===== src/rtl/qmt_pkg.sv =====
package qmt_pkg;

   typedef enum logic [1:0] {
      MODE_TIMER = 2'b00,
      MODE_PULSE = 2'b01,
      MODE_EVENT = 2'b10,
      MODE_WIDTH = 2'b11
   } qmt_mode_e;

   typedef struct packed {
      logic      src_fast;
      logic      stop;
      logic      edge_sel;
      qmt_mode_e mode;
   } qmt_ctl_t;

   localparam int CTL_W = $bits(qmt_ctl_t);

   localparam logic [1:0] ADDR_PRE = 2'd0;
   localparam logic [1:0] ADDR_TIM = 2'd1;
   localparam logic [1:0] ADDR_CTL = 2'd2;

endpackage


===== src/rtl/qmt_sync_edge.sv =====
module qmt_sync_edge #(
   parameter int STAGES = 2
) (
   input  logic clk,
   input  logic rst_n,
   input  logic din,
   output logic level,
   output logic rise,
   output logic fall
);
   logic [STAGES-1:0] sh;
   logic              prev;

   generate
      if (STAGES < 2) begin : g_bad
         $error("qmt_sync_edge: STAGES must be at least 2");
      end
   endgenerate

   always_ff @(posedge clk or negedge rst_n) begin
      if (!rst_n) begin
         sh   <= '0;
         prev <= 1'b0;
      end else begin
         sh   <= {sh[STAGES-2:0], din};
         prev <= sh[STAGES-1];
      end
   end

   assign level = sh[STAGES-1];
   assign rise  = sh[STAGES-1] & ~prev;
   assign fall  = ~sh[STAGES-1] & prev;
endmodule


===== src/rtl/qmt_tick_gen.sv =====
module qmt_tick_gen #(
   parameter int DIV_SLOW = 16,
   parameter int DIV_FAST = 2
) (
   input  logic clk,
   input  logic rst_n,
   input  logic fast,
   output logic tick
);
   localparam int SW = $clog2(DIV_SLOW);
   localparam int FW = $clog2(DIV_FAST);

   generate
      if (DIV_FAST < 2 || DIV_FAST >= DIV_SLOW ||
          (DIV_SLOW & (DIV_SLOW - 1)) != 0 || (DIV_FAST & (DIV_FAST - 1)) != 0) begin : g_bad
         $error("qmt_tick_gen: dividers must be powers of two with 2 <= DIV_FAST < DIV_SLOW");
      end
   endgenerate

   logic [SW-1:0] div;

   always_ff @(posedge clk or negedge rst_n) begin
      if (!rst_n) div <= '0;
      else        div <= div + 1'b1;
   end

   assign tick = fast ? (&div[FW-1:0]) : (&div);
endmodule


===== src/rtl/qmt_downcnt.sv =====
module qmt_downcnt #(
   parameter int W = 8
) (
   input  logic         clk,
   input  logic         rst_n,
   input  logic         en,
   input  logic         load,
   input  logic [W-1:0] load_val,
   input  logic [W-1:0] reload_val,
   output logic [W-1:0] cnt,
   output logic         uf
);
   assign uf = en && (cnt == '0);

   always_ff @(posedge clk or negedge rst_n) begin
      if (!rst_n)    cnt <= '1;
      else if (load) cnt <= load_val;
      else if (en)   cnt <= uf ? reload_val : cnt - 1'b1;
   end
endmodule


===== src/rtl/quad_mode_timer.sv =====
module quad_mode_timer
   import qmt_pkg::*;
#(
   parameter int CNT_W       = 8,
   parameter int DIV_SLOW    = 16,
   parameter int DIV_FAST    = 2,
   parameter int SYNC_STAGES = 2
) (
   input  logic             clk,
   input  logic             rst_n,
   input  logic             wr_en,
   input  logic [1:0]       wr_addr,
   input  logic [CNT_W-1:0] wr_data,
   input  logic             cntr_in,
   output logic             cntr_out,
   output logic             tmr_irq,
   output logic             pin_irq,
   output logic [CNT_W-1:0] count_val
);
   generate
      if (CNT_W < CTL_W) begin : g_bad
         $error("quad_mode_timer: CNT_W must hold the control word");
      end
   endgenerate

   logic [CNT_W-1:0] pre_latch, tim_latch, pre_cnt;
   qmt_ctl_t         ctl_q, ctl_new;
   logic             out_q;
   logic             stopped;
   logic             wr_pre, wr_tim, wr_ctl;
   logic             lvl, rise, fall, tick;
   logic             src_pulse, pre_en, pre_uf, tim_uf;

   assign ctl_new = qmt_ctl_t'(wr_data[CTL_W-1:0]);
   assign stopped = ctl_q.stop;
   assign wr_pre  = wr_en && (wr_addr == ADDR_PRE);
   assign wr_tim  = wr_en && (wr_addr == ADDR_TIM);
   assign wr_ctl  = wr_en && (wr_addr == ADDR_CTL);

   always_ff @(posedge clk or negedge rst_n) begin
      if (!rst_n) begin
         pre_latch <= '1;
         tim_latch <= '1;
         ctl_q     <= '{src_fast: 1'b0, stop: 1'b1, edge_sel: 1'b0, mode: MODE_TIMER};
      end else begin
         if (wr_pre) pre_latch <= wr_data;
         if (wr_tim) tim_latch <= wr_data;
         if (wr_ctl) ctl_q     <= ctl_new;
      end
   end

   qmt_sync_edge #(.STAGES(SYNC_STAGES)) u_sync (
      .clk(clk), .rst_n(rst_n), .din(cntr_in),
      .level(lvl), .rise(rise), .fall(fall)
   );

   qmt_tick_gen #(.DIV_SLOW(DIV_SLOW), .DIV_FAST(DIV_FAST)) u_tick (
      .clk(clk), .rst_n(rst_n), .fast(ctl_q.src_fast), .tick(tick)
   );

   always_comb begin
      unique case (ctl_q.mode)
         MODE_EVENT: src_pulse = ctl_q.edge_sel ? fall : rise;
         MODE_WIDTH: src_pulse = tick && (lvl != ctl_q.edge_sel);
         default:    src_pulse = tick;
      endcase
   end

   assign pre_en = !stopped && src_pulse;

   qmt_downcnt #(.W(CNT_W)) u_pre (
      .clk(clk), .rst_n(rst_n), .en(pre_en),
      .load(wr_pre && stopped), .load_val(wr_data), .reload_val(pre_latch),
      .cnt(pre_cnt), .uf(pre_uf)
   );

   qmt_downcnt #(.W(CNT_W)) u_tim (
      .clk(clk), .rst_n(rst_n), .en(pre_uf),
      .load(wr_tim && stopped), .load_val(wr_data), .reload_val(tim_latch),
      .cnt(count_val), .uf(tim_uf)
   );

   always_ff @(posedge clk or negedge rst_n) begin
      if (!rst_n) begin
         out_q   <= 1'b1;
         tmr_irq <= 1'b0;
         pin_irq <= 1'b0;
      end else begin
         tmr_irq <= tim_uf;
         pin_irq <= ctl_q.edge_sel ? rise : fall;
         if (wr_ctl)
            out_q <= ~ctl_new.edge_sel;
         else if (ctl_q.mode == MODE_PULSE && tim_uf)
            out_q <= ~out_q;
      end
   end

   assign cntr_out = out_q;
endmodule


===== config.mk =====
export PLATFORM = sky130hd
export DESIGN_NAME = quad_mode_timer
export DESIGN_NICKNAME = d
export VERILOG_FILES = /design/src/rtl/qmt_pkg.sv /design/src/rtl/qmt_sync_edge.sv /design/src/rtl/qmt_tick_gen.sv /design/src/rtl/qmt_downcnt.sv /design/src/rtl/quad_mode_timer.sv
export SDC_FILE = /design/constraint.sdc
export NUM_CORES = 1
export LEC_CHECK = 0
export BUFFER_PORTS_ARGS = -buffer_cell sky130_fd_sc_hd__clkbuf_2
export CORE_MARGIN = 2
export CORE_UTILIZATION = 58
export CTS_CLUSTER_SIZE = 10
export DETAILED_ROUTE_END_ITERATION = 7
export MAX_ROUTING_LAYER = met4
export PLACE_DENSITY = 0.79
export SLEW_MARGIN = 20
export SYNTH_ARGS = -nofsm -noshare
export SYNTH_HDL_FRONTEND = slang
export SYNTH_HIERARCHICAL = 1
export SYNTH_SLANG_ARGS = --single-unit

===== constraint.sdc =====
create_clock -name clk -period 5 [get_ports clk]
set_input_delay 0.25 -clock clk [delete_from_list [all_inputs] [get_ports clk]]
set_output_delay 0.25 -clock clk [all_outputs]
set_load 0.02 [all_outputs]

* Word-level counts from Yosys, hierarchy flattened *
Index checks and enable logic that the tools add are counted.

operators by class
  reduce and logical (&&, ||, !) cells = 18
  multiplexer cells = 12
  add/subtract/negate cells = 3
  bitwise gates (word level) = 6
  equal/unequal tests = 6

operator list
  kind                                                                number
  8-bit 2-to-1 mux                                                    6
  8-bit zero test                                                     2
  8-bit by 1-bit subtractor with 8-bit output, second input constant  2
  1-bit logical AND                                                   10
  2-bit == test, second input constant                                3
  2-bit nonzero test                                                  3
  1-bit 2-to-1 mux                                                    5
  4-bit by 1-bit adder with 4-bit output, second input constant       1
  2-bit by 1-bit == test with 1-bit output, second input constant     2
  1-bit NOT                                                           4
  4-bit AND reduction                                                 1
  1-bit AND                                                           2
  2-bit zero test                                                     1
  1-bit case mux with 2 select lines                                  1
  1-bit zero test                                                     1
  1-bit inequality test                                               1

word-level totals
  output and inout bits = 11
  input bits = 14
  bits in registers = 47

* Longest topological paths before layout *
Gate-level depths: netlist (run 1).

  depth after elaboration = 10
  depth in mapped cells = 19
  gate-level depth less buffers = 15

* By module *
Netlist (run 1), hierarchy kept.

by module, submodules not included
  module           sequential area each (µm²)  cells each  instances  area each (µm²)
  qmt_downcnt      210.2                       70          2          635.6
  quad_mode_timer  623.1                       61          1          993.5
  qmt_tick_gen     100.1                       12          1          157.7
  qmt_sync_edge    75.1                        5           1          90.1

* Worst setup path before layout (run 1) *
No wires, ideal clock.

  kind = register -> register
  start point = reg u_tick.div[0]
  end point = reg out_q, in the netlist cntr_out
  cell stages (with the launch flop) = 20
  arrival time = 3.536 ns
  setup time = 0.076 ns
  period minus slack after synthesis = 3.612 ns
  required time = 4.924 ns
  path slack = 1.388 ns
  cells stage by stage = dfrtp_1 ha_1 nand3_1 o21ai_1 nor2b_1 a31oi_1 a21oi_1 buf_2 or4b_4 or2_1 buf_6 inv_1 buf_2 or4b_4 or2_1 buf_6 inv_1 nand3b_1 xor2_1 mux2i_1

between the ends
  longest elaborated chain between the ends = 9

ends and longest elaborated chain
  what                                   RTL line               RTL
  start: declaration                     qmt_tick_gen.sv:20     logic [SW-1:0] div;
  start signal: assignment               qmt_tick_gen.sv:24     else div <= div + 1'b1;
  4-bit AND reduction                    qmt_tick_gen.sv:27     assign tick = fast ? (&div[FW-1:0]) : (&div);
  1-bit 2-to-1 mux *                     qmt_tick_gen.sv:27
  via tick                               quad_mode_timer.sv:31  logic lvl, rise, fall, tick;
  1-bit logical AND                      quad_mode_timer.sv:64  MODE_WIDTH: src_pulse = tick && (lvl != ctl_q.edge_sel);
  1-bit case mux with 2 select lines *   quad_mode_timer.sv:62  unique case (ctl_q.mode)
  1-bit logical AND *                    quad_mode_timer.sv:69  assign pre_en = !stopped && src_pulse;
  via pre_en                             quad_mode_timer.sv:32  logic src_pulse, pre_en, pre_uf, tim_uf;
  1-bit logical AND *                    qmt_downcnt.sv:13      assign uf = en && (cnt == '0);
  via pre_uf                             quad_mode_timer.sv:32
  1-bit logical AND *                    qmt_downcnt.sv:13
  via tim_uf                             quad_mode_timer.sv:32
  1-bit logical AND *                    quad_mode_timer.sv:93  else if (ctl_q.mode == MODE_PULSE && tim_uf)
  2-bit nonzero test (no source line) *  -
  end signal: assignment                 quad_mode_timer.sv:92  out_q <= ~ctl_new.edge_sel;
  end signal: assignment                 quad_mode_timer.sv:94  out_q <= ~out_q;
  end: declaration                       quad_mode_timer.sv:28  logic out_q;

The timed path passes the listed nets; every way through them passes the cells marked *.
A chain may end at the register's enable or synchronous reset.

* Worst setup path in the final report (run 1) *
Same ends and word-level chain as after synthesis.

==> run metrics, run 1 <==
CP Class=flip-flop to flip-flop; final core occ=67.09%; Critical Path Slowest Stage Cell=or4b_4; Critical R2R Launch=u_tick/div[0]; ys flop type=dfstp_2; Synth Cell Area=2512 um2; residual DRC count=0; top cells by area, synth=dfstp_2, dfrtp_1, mux2_2; hold_buf cts=0; H-tree depth=2; area grow syn2layout=9.114%; drt first pass iters=5; Hold WC Path Type=input port to asynchronous set/reset pin; CP Capture Type=flip-flop; largest area contributor in the synthesized netlist=dfstp_2; run status=finished clean; post-route ant nets=0; Adder-Cell Fraction of Synth Area=between 2 and 2.5%; Slew Limit Headroom=between 30 and 40%; DR vias=1816; FF-to-FF path depth=16; compound-cell area share of the yosys netlist=between 10 and 15%; Final Setup Violations=0; Yosys cell types=44; die height=about 70 um; # fillers=between 300 and 400; core area=4086 um2; number of CTS-inserted buffers=5; initial antenna violation count=0; PD cells=519.9 nW/um2; Post-DP Area=~2600 um2; max cap viols=0; Post-Synth XOR/XNOR Area=under 10%; WL per Instance=between 15 and 20 um; effective utilization at floorplan=61.48%; Mapped Nets=237; n_diodes=0; Synth top cells by count=dfstp_2, o21ai_0, mux2_2, dfrtp_1, a21oi_1; VDD IR-drop max=between 0.3 and 0.4 mV; Final WS setup=about 0.9 ns; CTS tree=built; largest net degree at the start of global routing=48; Iteration-0 DRC Markers=154; Port Buf Inserts=24; clock tree buffer depth=2; clk root buf=clkbuf_8; I/O pins=25; worst skew pair latency=just over 0.3 ns; CP arrival=~4.3 ns; simple-gate portion of the synthesized area=15.24%; design area=2741 um2; Global Route met2 Usage=a little over a third; post-route setup TNS=0 ns; CTS sink count=47; Final Power=1.425 mW; share of cells above drive strength 1=a little over two fifths; placed cell count=around 290; Seq cells post-synth=between 40 and 50; Congestion Overflow GR=0; EDFF count, synth=0; fin crit period=about 4.1 ns; vias in the first global route=1773; Reg area=1219 um2; met1 Usage GRT=34.10%; first-pass GRT wire length=about 8.9 mm; Syn Inst Count=between 200 and 250; Detailed Place HPWL=between 3 and 4 mm; Worst-path clk slew=~0.090 ns; RR Endpoint=cntr_out; Pleak=roughly 1.1 nW; Yosys top cell area share=a little over a third; GRT Total Usage=23.99%; mux share of post-synthesis cell area=about an eighth; CP max FO=9; multi-input logic area=between 1000 and 1500 um2; Post-CTS Setup Bufs=0; RSZ-0062 raised after global routing=false; non-filler cells, final=between 200 and 300; Async S/R FF share, synth=between 90% and 100%; # nets final=262; Routed WL=roughly 5.3 mm; FMAX=around 240 MHz; FF-to-FF setup slack=0.89 ns; count leader, synth=dfstp_2; syn_area_per_cell=11.52 um2; Hold Violations, Final=0; # rows=23; sequential area share after synthesis=48.51%; largest family of logic cells by synthesized area=simple AND/OR/NAND/NOR gates; die area=4874 um2; fin crit share=slightly above 80%; vias per cell=between 6 and 7; Worst-Margin Slew=between 0.9 and 1 ns; Ys Warns=6; Final Max Tran Viols=0; GP Congestion=slightly above 0.9; Chip Width=approximately 70 um; required time of the critical path=5.23 ns; Final Skew=a little over 0.008 ns; post-cts resize count=0; CP Launch Type=flip-flop; met3 usage=4.360%; Hold Worst Slack=between 0.02 and 0.025 ns; crit-path cells=ha_1 > nand3_1 > o21ai_1 > nor2b_1 > a31oi_1 > a21oi_1 > buf_4 > or4b_4 > or2_1 > inv_1 > or4b_4 > or2_1 > inv_1 > nand3b_1 > xor2_1 > mux2i_1; pre-CTS setup slack=approximately 1.0 ns; Most Crowded Layer GR=met2; Max stage delay on crit path=about 0.54 ns
-- state kept, by name, indices dropped and copies added (netlist names), 2 cells and up --
| signal | flops |
|---|---|
| ctl_q | 4 |
| pre_latch | 8 |
| tim_latch | 8 |
| u_pre/cnt | 8 |
| u_sync/sh | 2 |
| u_tick/div | 4 |
| u_tim/cnt | 8 |
-- power by group --
part / switching [mW] / leakage (nW) / internal, mW / total [mW]
clock network: 0.133 / 0.0443 / 0.100 / 0.233
registers: 0.126 / 0.518 / 0.545 / 0.671
logic: 0.267 / 0.565 / 0.254 / 0.521
-- cell families (layout without fill, tap and decap cells) --
group,after synthesis,count (layout)
AOI/OAI and AO/OA,63,63
and+or+nand+nor,51,51
DFF,47,47
muxes,28,28
buffers and inverters,16,42
xor gates and xnor gates,8,8
adders and majority gates,5,5
-- cell usage in the layout (no fill, tap or decap), types with 4 or more instances in the layout --
cell type / count
dfstp_2: 34
o21ai_0: 30
mux2_2: 25
clkbuf_2: 24
dfrtp_1: 13
a21oi_1: 11
inv_1: 8
a22oi_1: 6
o22ai_1: 6
nor3b_1: 6
nor2_1: 5
clkbuf_8: 5
xnor2_1: 5
ha_1: 5
or3_1: 4
-- worst max-delay path, delay by kind of cell, from the launching register on --
family | cells | cell delay, ns
flops | 1 | 0.43
buf+inv | 3 | 0.56
compound gates | 3 | 0.38
simple gates | 7 | 2.13
xor+xnor | 1 | 0.16
mux | 1 | 0.15
fa+ha+maj | 1 | 0.21
-- metal layers --
layer	vias to the layer above	wire, um
li1	859	-
met1	899	2463
met2	53	2503
met3	5	249
met4	0	63
met5	-	0
-- final cells by class --
cell class	instances	share of cell area [%]
Clock buffer	5	2.510
Clock inverter	3	0.9128
Inverter	8	1.095
Multi-Input combinational cell	155	43.82
Sequential cell	47	44.45
Tap cell	50	2.282
Timing Repair Buffer	26	4.929
-- worst max-delay path by stage --
stage / cells after the start / slack, ns / from / end
2_1_floorplan: 19 / 1.39 / u_tick/div[0] / cntr_out
3_3_place_gp: 16 / 1.23 / u_tick/div[0] / cntr_out
3_5_place_dp: 16 / 1.01 / u_tick/div[0] / cntr_out
4_1_cts: 16 / 0.91 / u_tick/div[0] / cntr_out
5_1_grt: 16 / 0.66 / u_tick/div[0] / cntr_out
6_report: 16 / 0.89 / u_tick/div[0] / cntr_out
Power figures use the tool's default switching activity.
==> inputs of run 2 (changes only) <==
==> constraint.sdc (replaced) <==
create_clock -name clk -period 3.9 [get_ports clk]
set_input_delay 0.195 -clock clk [delete_from_list [all_inputs] [get_ports clk]]
set_output_delay 0.195 -clock clk [all_outputs]
set_load 0.02 [all_outputs]
==> run 2 against run 1 <==
Effect of this change:
- critical path depth is 1 lower
- fmax is 12% higher
- non-clock buffer count is 3 higher
- sequential power is 29% higher
- critical path type unchanged
- highest routed layer unchanged
==> run metrics, run 2 (synthesis gave the netlist of run 1 again) <==
H-tree depth=2 (unchanged); Detailed Place HPWL=3.586 mm (-4.7%); most frequent cells in the layout=dfstp_2, o21ai_0, mux2_2, clkbuf_2, dfrtp_1; sw power=690.8 uW (+31%); switching share of total power=37.33% (+0.40 points); Slew Limit Headroom=39.98% (+2.4 points); Final Skew=0.007888 ns (-0.0004146 ns); initial antenna violation count=0 (unchanged); Pint=1.160 mW (+29%); fin crit period=3.679 ns (-0.4284 ns); WL per Instance=17.69 um (-1.5%); # rows=23 (unchanged); first-pass GRT wire length=8.500 mm (-4.5%); largest net degree at the start of global routing=48 (unchanged); hold path depth=2; number of CTS-inserted buffers=5 (unchanged); residual DRC count=0 (unchanged); I/O pins=25 (unchanged); Logic pwr share=36.3% (-0.3 points); FMAX=271.8 MHz (+12%); Routed WL=5.255 mm (-0.47%); FF-to-FF path depth=15 (-1); clock power share=17.1% (+0.8 points); Hold Violations, Final=0 (unchanged); CP Class=flip-flop to flip-flop; DR vias=1833 (+0.94%); clock tree buffer depth=2 (unchanged); Iteration-0 DRC Markers=243 (+58%); Final Power=1.850 mW (+30%); # nets final=265 (+1.1%); worst skew pair latency=0.31 ns (about the same); PD cells=667.1 nW/um2 (+28%); run status=finished clean; leading cell type in the layout, fill and taps excluded=dfstp_2; design area=2774 um2 (+1.2%); vias per cell=6.172 (about the same); Pleak=1.145 nW (+1.6%); max cap viols=0 (unchanged); Congestion Overflow GR=0 (unchanged); CP Launch Type=flip-flop; Hold WC Path Type=input port to flip-flop; vias in the first global route=1736 (-2.1%); required time of the critical path=4.15 ns (-1.08 ns); GP Congestion=0.8354 (-9.8%); Worst-Margin Slew=0.8970 ns (-0.03640 ns); Worst-path clk slew=0.10 ns (about the same); area grow syn2layout=10.41%; Port Buf Inserts=24 (unchanged); effective utilization at floorplan=61.48% (unchanged); VDD IR-drop max=0.3331 mV (+9.8%); CP Capture Type=flip-flop; die area=4874 um2 (unchanged); # fillers=324 (+1.6%); n_diodes=0 (unchanged); core area=4086 um2 (unchanged); Final Setup Violations=0 (unchanged); die height=69.82 um (unchanged); clk root buf=clkbuf_8; share of cells above drive strength 1=44.13% (+0.28 points); CTS tree=built; drt first pass iters=5 (unchanged); CTS sink count=47 (unchanged); RSZ-0062 raised after global routing=false; Seq pwr share=46.7% (-0.4 points); fin crit share=94.33% (+12 points); post-route ant nets=0 (unchanged); CP max FO=9 (unchanged); Post-DP Area=2655 um2 (+0.28%); CP arrival=3.92 ns (-0.42 ns); post-route setup TNS=0 ns (unchanged); Chip Width=69.82 um (unchanged); Final Max Tran Viols=0 (unchanged); GRT Total Usage=22.87% (-1.1 points); Hold Worst Slack=0.1364 ns (+0.1157 ns)
[run 2: cell count changes in the layout (fill, tap and decap cells not counted), sizes merged]
cell / delta
clkinv: -2
inv: +2
buf: +1
dlygate4sd3: +2
[run 2: repair_timing]
item	CTS	global route
buffers inserted	0	0
hold endpoints to repair	14	0
gates resized for setup	0	1
hold buffers	2	0
setup endpoints to repair	0	1
[run 2: power groups by stage]
stage | registers (mW) | logic [mW] | clock network [mW]
2_1_floorplan | 0.857 | 0.489 | 0
3_3_place_gp | 0.861 | 0.641 | 0
3_5_place_dp | 0.862 | 0.660 | 0
4_1_cts | 0.858 | 0.663 | 0.323
5_1_grt | 0.887 | 0.740 | 0.347
6_report | 0.864 | 0.671 | 0.316
[run 2: metrics by stage]
step           setup WS (ns)  utilization [%]  instances
2_1_floorplan         0.2882                -        218
3_3_place_gp          0.4130            64.97        287
3_5_place_dp          0.2469            64.97        287
4_1_cts               0.1689            67.82        297
5_1_grt              0.03359            67.88        297
6_report              0.2212            67.88        297
[run 2: final cells by class]
type                            instances  area, um2  area share [%]
Multi-Input combinational cell        155       1204           43.39
Clock inverter                          3      27.53          0.9923
Tap cell                               50      62.56           2.255
Clock buffer                            5      68.82           2.481
Sequential cell                        47       1219           43.93
Inverter                                8      30.03           1.083
Timing Repair Buffer                   29      162.7           5.864
[run 2: worst max-delay path, stage by stage (launching register included)]
cell and delay [ns]:
dfrtp_1 0.41, ha_1 0.21, nand3_1 0.08, o21ai_1 0.17
nor2b_1 0.17, a31oi_1 0.06, a21oi_1 0.21, or4b_4 0.52
or2_1 0.37, inv_1 0.11, or4b_4 0.50, or2_4 0.32
inv_1 0.09, nand3b_1 0.10, xor2_1 0.15, mux2i_1 0.13
[run 2: path summary, 6_finish.rpt]
path                          startpoint            to  slack (ns)
hold / removal                wr_data[2]      cntr_out        0.14
setup / recovery           u_tick/div[0]      cntr_out        0.22
setup reg to reg           u_tick/div[0]      cntr_out        0.22
min in group asynchronous          rst_n       pin_irq        0.51
hold reg to reg             u_sync/sh[0]  u_sync/sh[1]        0.36
max in group asynchronous          rst_n  tim_latch[0]        3.01
[run 2: layer usage]
| layer | GRT usage (%) | vias up | part of all wire [%] |
|---|---|---|---|
| met2 | 31.85 | 57 | 46 |
| li1 | - | 863 | - |
| met3 | 4.360 | 12 | 5.3 |
| met5 | - | - | 0 |
| met4 | 7.265 | 0 | 1.9 |
| met1 | 33.91 | 901 | 47 |
==> inputs of run 3 (changes only) <==
--- a/config.mk
+++ b/config.mk
@@ -8,10 +8,12 @@
 export BUFFER_PORTS_ARGS = -buffer_cell sky130_fd_sc_hd__clkbuf_2
 export CORE_MARGIN = 2
 export CORE_UTILIZATION = 58
+export CTS_BUF_LIST = sky130_fd_sc_hd__clkbuf_16
 export CTS_CLUSTER_SIZE = 10
 export DETAILED_ROUTE_END_ITERATION = 7
 export MAX_ROUTING_LAYER = met4
 export PLACE_DENSITY = 0.79
+export SKIP_CTS_REPAIR_TIMING = 1
 export SLEW_MARGIN = 20
 export SYNTH_ARGS = -nofsm -noshare
 export SYNTH_HDL_FRONTEND = slang
==> run 3 against run 2 <==
Effect of this change:
- largest cell class unchanged
- combinational power is essentially flat
- cell count shrank 0.34%
- sequential power is essentially flat
- the flow now finishes with violations (negative hold slack)
==> run metrics, run 3 (synthesis gave the netlist of run 1 again) <==
fin crit share=91.49% (-2.8 points); die height=69.82 um (unchanged); Slew Limit Headroom=39.93% (-0.048 points); worst skew pair latency=0.29 ns (-0.02 ns); placed cell count=287 (unchanged); Routed WL=5.180 mm (-1.4%); number of CTS-inserted buffers=5 (unchanged); multi-input logic area=1204 um2 (unchanged); Worst-Margin Slew=0.8977 ns (+0.0007167 ns); Hold Violations, Final=13 (+13); WL per Instance=17.50 um (-1.1%); I/O pins=25 (unchanged); vias per cell=6.135 (-0.59%); RSZ-0062 raised after global routing=false; Final Setup Violations=0 (unchanged); initial antenna violation count=0 (unchanged); crit-path cells=ha_1 > nand3_1 > o21ai_1 > nor2b_1 > a31oi_1 > a21oi_1 > or4b_4 > or2_1 > inv_1 > or4b_4 > or2_4 > inv_1 > nand3b_1 > xor2_1 > mux2i_1; # fillers=317 (-2.2%); PD cells=698.7 nW/um2 (+4.7%); run status=finished, violations left; CP Class=flip-flop to flip-flop; Reg area=1219 um2 (unchanged); FF-to-FF setup slack=0.33 ns (+0.11 ns); drt first pass iters=4 (-1); most frequent cells in the layout=dfstp_2, o21ai_0, mux2_2, clkbuf_2, dfrtp_1; core area=4086 um2 (unchanged); vias in the first global route=1737 (+0.058%); post-route ant nets=0 (unchanged); non-filler cells, final=296 (-0.34%); final core occ=69.01% (+1.1 points); Final Max Tran Viols=0 (unchanged); CP Capture Type=flip-flop; first-pass GRT wire length=8.507 mm (about the same); required time of the critical path=4.12 ns (-0.03 ns); post-route setup TNS=0 ns (unchanged); largest net degree at the start of global routing=48 (unchanged); leading cell type in the layout, fill and taps excluded=dfstp_2; GRT Total Usage=22.72% (-0.15 points); Buf/Inv on CP=2 (unchanged); GP Congestion=0.8354 (unchanged); fin crit period=3.568 ns (-0.1107 ns); failing checks=negative hold slack; FMAX=280.3 MHz (+3.1%); n_diodes=0 (unchanged); Detailed Place HPWL=3.586 mm (unchanged); Max stage delay on crit path=0.52 ns (about the same); Hold WC Path Type=input port to asynchronous set/reset pin; area grow syn2layout=12.25%; Pleak=1.166 nW (+1.9%); # nets final=264 (-0.38%); Port Buf Inserts=24 (unchanged); effective utilization at floorplan=61.48% (unchanged); crit-path leading delay family=simple AND/OR/NAND/NOR gates; die area=4874 um2 (unchanged); Hold Worst Slack=-0.01300 ns (-0.1494 ns); Critical Path Slowest Stage Cell=or4b_4; clk root buf=clkbuf_16; clock tree buffer depth=2 (unchanged); Congestion Overflow GR=0 (unchanged); DR vias=1816 (-0.93%); CP Launch Type=flip-flop; Iteration-0 DRC Markers=215 (-12%); CP max FO=9 (unchanged); CTS sink count=47 (unchanged); VDD IR-drop max=0.3311 mV (-0.59%); CTS tree=built; Final Skew=0.003441 ns (-0.004447 ns); residual DRC count=0 (unchanged); share of cells above drive strength 1=44.31% (+0.18 points); # rows=23 (unchanged); CP arrival=3.79 ns (-0.13 ns); Chip Width=69.82 um (unchanged); H-tree depth=2 (unchanged); Worst-path clk slew=0.07 ns (-0.03 ns); max cap viols=0 (unchanged)
## run 3: routing by layer
layer	global-route usage [%]	wire [um]
met5	-	0
met4	7.692	108
met3	4.360	284
met2	31.22	2363
met1	33.84	2424
## run 3: power by group
group	switching [mW]	internal [mW]	total (mW)	leakage [nW]
combinational	0.342	0.326	0.668	0.576
clock	0.195	0.244	0.439	0.0723
sequential	0.163	0.700	0.863	0.518
## run 3: cell type report
cell class / count / area share [%]
timing repair buffer: 28 / 5.413
multi-input combinational: 155 / 42.68
inverter: 8 / 1.065
sequential: 47 / 43.21
tap: 50 / 2.218
clock buffer: 5 / 4.437
clock inverter: 3 / 0.9760
## run 3: final timing paths
| kind | start | end | cells after the start |
|---|---|---|---|
| worst min register to register | u_sync/sh[0] | u_sync/sh[1] | 0 |
| worst max-delay path | u_tick/div[0] | cntr_out | 15 |
| worst max register to register | u_tick/div[0] | cntr_out | 15 |
| max in group asynchronous | rst_n | pre_latch[5] | 2 |
| min in group clk | wr_data[2] | cntr_out | 2 |
| worst min-delay path | rst_n | tmr_irq | 2 |
## run 3: worst register-to-register path: stages (launching register included)
cell      delay [ns]
dfrtp_1         0.40
ha_1            0.21
nand3_1         0.08
o21ai_1         0.14
nor2b_1         0.15
a31oi_1         0.05
a21oi_1         0.19
or4b_4          0.52
or2_1           0.37
inv_1           0.11
or4b_4          0.50
or2_4           0.32
inv_1           0.08
nand3b_1        0.10
xor2_1          0.15
mux2i_1         0.13
## run 3: metrics by stage
| step | instance area, um2 | power, mW | hold WS, ns | setup slack, ns |
|---|---|---|---|---|
| floorplan | 2512 | 1.346 | -0.1006 | 0.2882 |
| finish | 2820 | 1.970 | -0.01300 | 0.3319 |
| global route | 2820 | 2.100 | 0.03620 | 0.09394 |
| CTS | 2808 | 1.966 | 0.004799 | 0.2366 |
| detailed placement | 2655 | 1.523 | 0.3050 | 0.2469 |
| global placement | 2655 | 1.502 | 0.3051 | 0.4130 |
